## config.mk

```make
export PLATFORM = sky130hd
export DESIGN_NAME = utmr_core
export DESIGN_NICKNAME = d
export VERILOG_FILES = /design/src/rtl/utmr_pkg.sv /design/src/rtl/utmr_regs.sv /design/src/rtl/utmr_presc.sv /design/src/rtl/utmr_count.sv /design/src/rtl/utmr_core.sv
export SDC_FILE = /design/constraint.sdc
export NUM_CORES = 1
export LEC_CHECK = 0
export ABC_AREA = 1
export ABC_CLOCK_PERIOD_IN_PS = 3850
export BUFFER_PORTS_ARGS = -buffer_cell sky130_fd_sc_hd__buf_2
export CORE_MARGIN = 8
export CORE_UTILIZATION = 60
export CTS_BUF_LIST = sky130_fd_sc_hd__clkbuf_2
export DETAILED_ROUTE_END_ITERATION = 10
export PLACE_DENSITY = 0.78
export SLEW_MARGIN = 5
export SYNTH_ARGS = -nofsm -noshare
export SYNTH_HDL_FRONTEND = slang
export SYNTH_HIERARCHICAL = 1
export SYNTH_SLANG_ARGS = --single-unit
export TNS_END_PERCENT = 20
```

## constraint.sdc

```tcl
create_clock -name clk -period 3.85 [get_ports clk]
set_clock_uncertainty 0.15 [all_clocks]
set_input_delay 1.155 -clock clk [delete_from_list [all_inputs] [get_ports clk]]
set_output_delay 1.155 -clock clk [all_outputs]
set_load 0.03 [all_outputs]
```

## src/rtl/utmr_pkg.sv

```systemverilog
package utmr_pkg;

  typedef enum logic [1:0] {
    CM_UP     = 2'd0,
    CM_DOWN   = 2'd1,
    CM_CENTER = 2'd2,
    CM_UPALT  = 2'd3
  } cmode_e;

  localparam logic [1:0] SEL_CTRL = 2'd0;
  localparam logic [1:0] SEL_PSC  = 2'd1;
  localparam logic [1:0] SEL_ARR  = 2'd2;

  localparam int CTL_RUN  = 0;
  localparam int CTL_MODE = 1;
  localparam int CTL_UG   = 3;

endpackage

```

## src/rtl/utmr_regs.sv

```systemverilog
module utmr_regs
  import utmr_pkg::*;
#(
  parameter int DAT_W = 16,
  parameter int CNT_W = 16,
  parameter int PSC_W = 16,
  parameter logic [CNT_W-1:0] RST_ARR = '1
) (
  input  logic             clk,
  input  logic             rst,
  input  logic             wr_en,
  input  logic [1:0]       wr_sel,
  input  logic [DAT_W-1:0] wr_data,
  input  logic             upd_evt,
  output logic             run_q,
  output cmode_e           mode_q,
  output logic             ug_req,
  output logic [PSC_W-1:0] psc_act,
  output logic [CNT_W-1:0] arr_act,
  output logic [CNT_W-1:0] arr_shd
);

  logic [PSC_W-1:0] psc_shd;

  always_ff @(posedge clk) begin
    if (rst) begin
      run_q   <= 1'b0;
      mode_q  <= CM_UP;
      ug_req  <= 1'b0;
      psc_shd <= '0;
      psc_act <= '0;
      arr_shd <= RST_ARR;
      arr_act <= RST_ARR;
    end else begin
      ug_req <= 1'b0;
      if (upd_evt) begin
        psc_act <= psc_shd;
        arr_act <= arr_shd;
      end
      if (wr_en) begin
        case (wr_sel)
          SEL_CTRL: begin
            run_q  <= wr_data[CTL_RUN];
            mode_q <= cmode_e'(wr_data[CTL_MODE +: 2]);
            ug_req <= wr_data[CTL_UG];
          end
          SEL_PSC: psc_shd <= wr_data[PSC_W-1:0];
          SEL_ARR: arr_shd <= wr_data[CNT_W-1:0];
          default: ;
        endcase
      end
    end
  end

endmodule

```

## src/rtl/utmr_presc.sv

```systemverilog
module utmr_presc #(
  parameter int PSC_W = 16
) (
  input  logic             clk,
  input  logic             rst,
  input  logic             tick,
  input  logic             run,
  input  logic             clr,
  input  logic [PSC_W-1:0] psc_act,
  output logic             step
);

  logic [PSC_W-1:0] pcnt_q;
  logic             at_top;

  assign at_top = (pcnt_q >= psc_act);
  assign step   = tick && run && at_top && !clr;

  always_ff @(posedge clk) begin
    if (rst) begin
      pcnt_q <= '0;
    end else if (clr) begin
      pcnt_q <= '0;
    end else if (tick && run) begin
      if (at_top) pcnt_q <= '0;
      else        pcnt_q <= pcnt_q + 1'b1;
    end
  end

endmodule

```

## src/rtl/utmr_count.sv

```systemverilog
module utmr_count
  import utmr_pkg::*;
#(
  parameter int CNT_W = 16
) (
  input  logic             clk,
  input  logic             rst,
  input  logic             step,
  input  logic             load,
  input  cmode_e           mode,
  input  logic [CNT_W-1:0] arr_act,
  input  logic [CNT_W-1:0] arr_shd,
  output logic [CNT_W-1:0] cnt_q,
  output logic             dir_q,
  output logic             wrap
);

  localparam logic [CNT_W-1:0] ONE = {{(CNT_W-1){1'b0}}, 1'b1};

  logic [CNT_W-1:0] cnt_n;
  logic             dir_n;
  logic             lim_zero;

  assign lim_zero = (arr_act == '0);

  always_comb begin
    cnt_n = cnt_q;
    dir_n = dir_q;
    wrap  = 1'b0;
    if (load) begin
      cnt_n = (mode == CM_DOWN) ? arr_shd : '0;
      dir_n = (mode == CM_DOWN);
    end else if (step) begin
      case (mode)
        CM_DOWN: begin
          dir_n = 1'b1;
          if (cnt_q == '0) begin
            cnt_n = arr_shd;
            wrap  = 1'b1;
          end else begin
            cnt_n = cnt_q - ONE;
          end
        end
        CM_CENTER: begin
          if (!dir_q) begin
            if (cnt_q >= arr_act) begin
              cnt_n = lim_zero ? '0 : arr_act - ONE;
              dir_n = 1'b1;
              wrap  = 1'b1;
            end else begin
              cnt_n = cnt_q + ONE;
            end
          end else begin
            if (cnt_q == '0) begin
              cnt_n = lim_zero ? '0 : ONE;
              dir_n = 1'b0;
              wrap  = 1'b1;
            end else begin
              cnt_n = cnt_q - ONE;
            end
          end
        end
        default: begin
          dir_n = 1'b0;
          if (cnt_q >= arr_act) begin
            cnt_n = '0;
            wrap  = 1'b1;
          end else begin
            cnt_n = cnt_q + ONE;
          end
        end
      endcase
    end
  end

  always_ff @(posedge clk) begin
    if (rst) begin
      cnt_q <= '0;
      dir_q <= 1'b0;
    end else begin
      cnt_q <= cnt_n;
      dir_q <= dir_n;
    end
  end

endmodule

```

## src/rtl/utmr_core.sv

```systemverilog
module utmr_core
  import utmr_pkg::*;
#(
  parameter int DAT_W = 16,
  parameter int CNT_W = 16,
  parameter int PSC_W = 16,
  parameter logic [CNT_W-1:0] RST_ARR = '1
) (
  input  logic             clk,
  input  logic             rst,
  input  logic             wr_en,
  input  logic [1:0]       wr_sel,
  input  logic [DAT_W-1:0] wr_data,
  input  logic             tick_in,
  output logic [CNT_W-1:0] count_out,
  output logic             dir_out,
  output logic             upd_out,
  output logic             trig_out
);

  logic             run_q;
  cmode_e           mode_q;
  logic             ug_req;
  logic [PSC_W-1:0] psc_act;
  logic [CNT_W-1:0] arr_act;
  logic [CNT_W-1:0] arr_shd;
  logic             step;
  logic             wrap;
  logic             upd_evt;

  assign upd_evt = wrap || ug_req;

  utmr_regs #(
    .DAT_W(DAT_W), .CNT_W(CNT_W), .PSC_W(PSC_W), .RST_ARR(RST_ARR)
  ) u_regs (
    .clk(clk), .rst(rst), .wr_en(wr_en), .wr_sel(wr_sel), .wr_data(wr_data),
    .upd_evt(upd_evt), .run_q(run_q), .mode_q(mode_q), .ug_req(ug_req),
    .psc_act(psc_act), .arr_act(arr_act), .arr_shd(arr_shd)
  );

  utmr_presc #(.PSC_W(PSC_W)) u_presc (
    .clk(clk), .rst(rst), .tick(tick_in), .run(run_q), .clr(ug_req),
    .psc_act(psc_act), .step(step)
  );

  utmr_count #(.CNT_W(CNT_W)) u_count (
    .clk(clk), .rst(rst), .step(step), .load(ug_req), .mode(mode_q),
    .arr_act(arr_act), .arr_shd(arr_shd), .cnt_q(count_out), .dir_q(dir_out),
    .wrap(wrap)
  );

  always_ff @(posedge clk) begin
    if (rst) begin
      upd_out  <= 1'b0;
      trig_out <= 1'b0;
    end else begin
      upd_out  <= upd_evt;
      trig_out <= upd_evt;
    end
  end

endmodule

```

=== After elaboration in Yosys (flattened, before gate mapping) ===
Index checks and enable logic that the tools add are counted.

* $add $sub $neg: 4
* Order comparisons: 2
* Equality and inequality tests: 4
* Mux-type cells: 23
* Bitwise logic cells: 2
* Reduce and logical (&&, ||, !) cells: 14

{| class="wikitable"
|+ Operators by type and width
! kind !! count
|-
| two-way mux 16 bit || 10
|-
| adder 16 x 1 -> 16 bit, second input constant || 2
|-
| greater-or-equal comparator 16 bit || 2
|-
| zero test 16 bit || 2
|-
| case mux 16 bit (2 select lines) || 1
|-
| subtractor 16 x 1 -> 16 bit, second input constant || 2
|-
| two-way mux 1 bit || 10
|-
| AND reduction 2 bit || 3
|-
| == test 2 x 1 -> 1 bit, second input constant || 2
|-
| == test 2 bit, second input constant || 2
|-
| case mux 1 bit (2 select lines) || 2
|-
| logical AND 1 bit || 3
|-
| OR reduction 3 bit || 1
|-
| zero test 2 bit || 1
|-
| inverter 1 bit || 2
|-
| nonzero test 2 bit || 1
|-
| OR reduction 2 bit || 1
|-
| zero test 1 bit || 1
|-
| logical OR 1 bit || 1
|}

* Register bits after elaboration: 102
* Input port bits: 22
* Output and inout bits: 19
* Word-level logic and storage cells: 60

=== Logic depth before layout (Yosys ltp) ===
* Depth after elaboration: 7
* Mapped depth: 22
* Gate-level depth less buffers: 20

=== Cells and area by module ===
Netlist, hierarchy kept.

{| class="wikitable"
|+ Modules (own cells, without submodules)
! module !! instances !! cells each !! area an instance (um2) !! sequential area each (um2)
|-
| utmr_count || 1 || 693 || 3,814.9 || 340.3
|-
| utmr_regs || 1 || 323 || 2,493.6 || 1,361.3
|-
| utmr_presc || 1 || 172 || 1,232.4 || 320.3
|-
| utmr_core || 1 || 5 || 41.3 || 20.0
|}

=== Worst setup path after synthesis ===
No wires, ideal clock.

* Kind: register to register
* From: register u_count.cnt_q[0]
* To: register u_regs.arr_act[3]
* Setup time: 0.123 ns
* Arrival time: 2.648 ns
* Data required time: 3.577 ns
* Setup slack: 0.929 ns
* Stages on the path, launching flop included: 22
* Path buffers: 3
* Clock period less this slack: 2.921 ns
* Cell sequence: dfxtp_1 > inv_2 > ha_1 > nand2_1 > nor2_1 > nor2_1 > nand2_1 > nand2_1 > nand2_1 > nand2_2 > nand2_1 > buf_4 > o21ai_0 > inv_1 > o21ai_0 > a31oi_1 > nor2_2 > inv_1 > buf_2 > buf_2 > nand2_1 > nand3_1

* Word-level cells in the longest chain between the ends: 7
* Elaborated cells between the ends (all ways): 9
* Classes of those cells: 1 x order compare; 6 x mux; 2 x reduce/logical

{| class="wikitable"
|+ RTL lines
! element !! RTL line !! source
|-
| start: declaration || utmr_count.sv:13 || <nowiki>output logic [CNT_W-1:0] cnt_q,</nowiki>
|-
| start signal: assignment || utmr_count.sv:81 || <nowiki>cnt_q <= cnt_n;</nowiki>
|-
| greater-or-equal comparator 16 bit / zero test 16 bit (equally long branches) || -- ||
|-
| two-way mux 1 bit (on tied branches) || -- ||
|-
| two-way mux 1 bit || utmr_count.sv:45 || <nowiki>if (!dir_q) begin</nowiki>
|-
| case mux 1 bit (2 select lines) (*) || utmr_count.sv:34 || <nowiki>case (mode)</nowiki>
|-
| two-way mux 1 bit (*) || utmr_count.sv:33 || <nowiki>end else if (step) begin</nowiki>
|-
| two-way mux 1 bit (*) || utmr_count.sv:30 || <nowiki>if (load) begin</nowiki>
|-
| net wrap || utmr_core.sv:28 || <nowiki>logic wrap;</nowiki>
|-
| logical OR 1 bit (*) || utmr_core.sv:31 || <nowiki>assign upd_evt = wrap || ug_req;</nowiki>
|-
| net upd_evt || utmr_core.sv:29 || <nowiki>logic upd_evt;</nowiki>
|-
| end signal: assignment || utmr_regs.sv:38 || <nowiki>arr_act <= arr_shd;</nowiki>
|-
| end: declaration || utmr_regs.sv:19 || <nowiki>output logic [CNT_W-1:0] arr_act,</nowiki>
|}

The timed path passes the listed nets; every way through them passes the cells marked *.
A chain may end at the register's enable or synchronous reset.

=== Worst setup path after layout ===
* From: register u_regs.arr_act[11]
* To: register u_regs.psc_act[10]

* Word-level cells in the longest chain between the ends: 7

{| class="wikitable"
|+ RTL lines
! element !! RTL line !! source
|-
| greater-or-equal comparator 16 bit (*) || utmr_count.sv:46, utmr_count.sv:65 ||
|-
| two-way mux 1 bit (*) || utmr_count.sv:46, utmr_count.sv:65 ||
|-
| two-way mux 1 bit || utmr_count.sv:45 ||
|-
| case mux 1 bit (2 select lines) (*) || utmr_count.sv:34 ||
|-
| two-way mux 1 bit (*) || utmr_count.sv:33 ||
|-
| two-way mux 1 bit (*) || utmr_count.sv:30 ||
|-
| net wrap || utmr_core.sv:28 ||
|-
| logical OR 1 bit (*) || utmr_core.sv:31 ||
|-
| net upd_evt || utmr_core.sv:29 ||
|-
| end signal: assignment || utmr_regs.sv:37 || <nowiki>psc_act <= psc_shd;</nowiki>
|-
| end: declaration || utmr_regs.sv:18 || <nowiki>output logic [PSC_W-1:0] psc_act,</nowiki>
|}

Marked as above.

==> reports/qor.txt <==
Vias in the first global route -> 7009
Hpwl dp -> 16400 um
Hold Crit Start -> u_regs/psc_shd[3]
Final Hold Fails -> 0
Clock network power share -> 22.8%
Post-Syn Nets -> 1255
Met2 WL -> 10300 um
Clock Pin Slew Worst Setup and Hold Paths -> 0.34 ns
Gate Count Post-Synth -> 1193
Core area -> 12500 um^2
Port bufs -> 40
Transition time at the pin with the least slew margin -> 0.925 ns
Routed met1 length -> 8800 um
Worst slack, placed -> 0.691 ns
Status -> finished clean
Internal power -> 1.42 mW
Setup bufs post-CTS -> 0
Placed Cells -> 1370
RSZ-0062 raised after global routing -> false
Top post-synthesis cells by area -> dfxtp_1 (27%), nand2_1 (16%), nand3_1 (7.1%)
CP required -> 4.31 ns
DRC viols -> 0
Syn_area_per_cell -> 6.36 um^2
P per Cell Area -> 296 nW/um^2
CTS resizes -> 0
Slowest Stage Delay on Critical Path -> 0.46 ns
Max_cap viols -> 0
GPL Wtd Cong -> 0.920
First-pass GRT wire length -> 34400 um
Post-layout min period -> 3.26 ns
Initial core utilization -> 60.8%
Largest area contributor in the netlist -> dfxtp_1
Psw -> 0.931 mW
Final net count -> 1271
Fillers -> 1231
I/O pin cnt -> 41
Largest net degree at the start of global routing -> 49
DRT Pass-1 Iters -> 5
Max Clk Rate -> 306 MHz
Area Overhead vs Synth -> 5.03%
Die span in y -> 128 um
Global route total overflow -> 0
Max_slew headroom -> 38.3%
Worst Path Arrival -> 3.72 ns
Via count -> 7715
Async SR Flop Fraction -> 0%
Core Util, Final -> 63.9%
Tot GR Track Use -> 26.3%
Combinational power share -> 29.1%
WHS Path Cells -> 2
Initial antenna violation count -> 1
Top layer in use -> met4
Remaining antenna violation count -> 0
Die area -> 16500 um^2
# rows -> 41
Sequential area share after synthesis -> 26.9%
Final setup violating endpoints -> 0
R2r setup slk -> 0.59 ns
Final Cycle Share -> 84.8%
Post-synth EDFFs -> 0
Initial DRC count -> 773
Final Max Slew Viols -> 0
Die width -> 128 um
Top_reg_cell synth -> dfxtp_1
Peak supply drop -> 0.354 mV
Post-synth top area share -> 26.9%
Synth Register Bits -> 102
# clock sinks -> 102
Min-delay worst type -> reg -> reg
Clk root buf -> clkbuf_2
Detailed Route WL -> 21600 um
CTS buffer count -> 9
Most common cell after layout, fill and taps aside -> nand2_1
Cell leakage power -> 4.15 nW
Met3 WL post-DR -> 1370 um
Final WS setup -> 0.585 ns
Hold buffer count at cts -> 0
Post-route insts no fill -> 1387
Cell area after synthesis -> 7580 um^2
Hold Path End -> u_regs/psc_act[3]
DR WL/cell -> 15.6 um
Worst R2R End -> u_regs/psc_act[10]
Slowest stage cell, crit path -> dfxtp_1
CP max FO -> 48
Worst Setup Start Kind -> flop
Register-to-Register Path Depth -> 15
Crit. End Element -> flop
Flop pwr share -> 48.1%
Worst-Skew Late Latency -> 0.66 ns
Worst r2r src -> u_regs/arr_act[11]
Switching part of the total -> 39.6%
CTS tree -> done
Vias per cell -> 5.56
Syn. warnings -> 6
CP cell instances -> inv_1, ha_1, nand4_1, nor3_1, nand2_2, nand2_1, o21ai_0, inv_1, o21ai_0, a31oi_1, nor2_2, inv_1, buf_4, o21ai_0, a21oi_1
CP Class -> reg -> reg
Max H-tree Level -> 3
Sum of negative setup slack -> 0 ns
Layout cells sized above 1 -> 14.4%
Yosys cell types -> 43
CTS Buffer Depth -> 2
Commonest cells after routing, fill and taps aside -> nand2_1 (325), inv_1 (140), nor2_1 (110)
worst max path at each step:
stage                        from            endpoint  slack (ns)  cells past startpoint
3_3_place_gp   u_regs/arr_act[15]   u_regs/psc_act[1]        0.81                     15
4_1_cts        u_regs/arr_act[11]   u_regs/psc_act[9]        0.68                     15
6_report       u_regs/arr_act[11]  u_regs/psc_act[10]        0.59                     15
5_1_grt          u_count/cnt_q[3]  u_regs/arr_act[13]        0.30                     19
2_1_floorplan    u_count/cnt_q[0]   u_regs/arr_act[3]        0.93                     21
3_5_place_dp   u_regs/arr_act[11]  u_regs/psc_act[10]        0.69                     15
cell usage after synthesis, types with 4 or more instances:
master,n
o211ai_2,4
a21oi_2,10
nor2_4,8
inv_1,141
nand2_2,9
a21oi_1,73
nand3_1,107
inv_2,12
dfxtp_1,102
xor2_1,12
buf_6,7
nand2_1,325
buf_4,7
nor3_1,6
buf_2,22
clkbuf_1,16
nand3_2,8
nand4_1,33
nor2_1,110
ha_1,40
nand2_4,5
o21ai_1,7
o21ai_0,64
xnor2_1,5
nor2_2,27
power by group through the flow:
stage          Clock (mW)  Combinational, mW  Sequential [mW]
6_report            0.537              0.684             1.13
5_1_grt             0.587              0.744             1.14
4_1_cts             0.555              0.670             1.13
3_5_place_dp            0              0.668             1.15
3_3_place_gp            0              0.659             1.15
2_1_floorplan           0              0.490             1.16
sequential cells by signal, summed over array words and instances, names as in the netlist:
| signal | flops |
|---|---|
| u_regs/psc_act | 16 |
| u_count/cnt_q | 16 |
| u_regs/run_q | 1 |
| u_regs/arr_act | 16 |
| u_regs/arr_shd | 16 |
| u_regs/mode_q | 2 |
| u_count/dir_q | 1 |
| u_presc/pcnt_q | 16 |
| u_regs/ug_req | 1 |
| u_regs/psc_shd | 16 |
| trig_out | 1 |
final cells by class:
class	instances	area (um^2)	area share (%)
well taps	172	215	2.70
flip-flops and latches	102	2040	25.6
repair buffers	62	365	4.59
clock buffers	9	45.0	0.566
diodes	1	2.50	0.0314
clock inverters	7	86.3	1.08
multi-input cells	880	4630	58.1
inverters	154	578	7.26
through the flow:
stage	hold slack, ns	total power [mW]	instance area [um^2]
3_5_place_dp	0.302	1.82	7830
2_1_floorplan	0.279	1.65	7580
5_1_grt	0.362	2.47	7960
3_3_place_gp	0.290	1.81	7830
6_report	0.337	2.35	7960
4_1_cts	0.332	2.36	7960
routing by layer:
layer / vias to the layer above / GRT usage [%]
met1: 3480 / 31.4
met5: - / 0
met2: 298 / 44.1
met3: 71 / 3.64
met4: 0 / 16.2
li1: 3866 / -
kinds of logic after synthesis:
kind of cell / count (synthesis) / synth area share (%)
fa+ha+maj: 40 / 6.60
flops: 102 / 26.9
xor+xnor: 17 / 1.96
compound gates: 172 / 12.8
simple gates: 651 / 39.7
buf+inv: 211 / 12.0
critical path, delay by kind of cell, from the launching register on:
family                   cells  cell delay (ns)
adder cells (fa/ha/maj)      1             0.34
flip-flops                   1             0.46
buffers and inverters        4             0.66
AO/OA/AOI/OAI                5             0.71
AND/OR/NAND/NOR              5             0.91
Power figures use the tool's default switching activity.
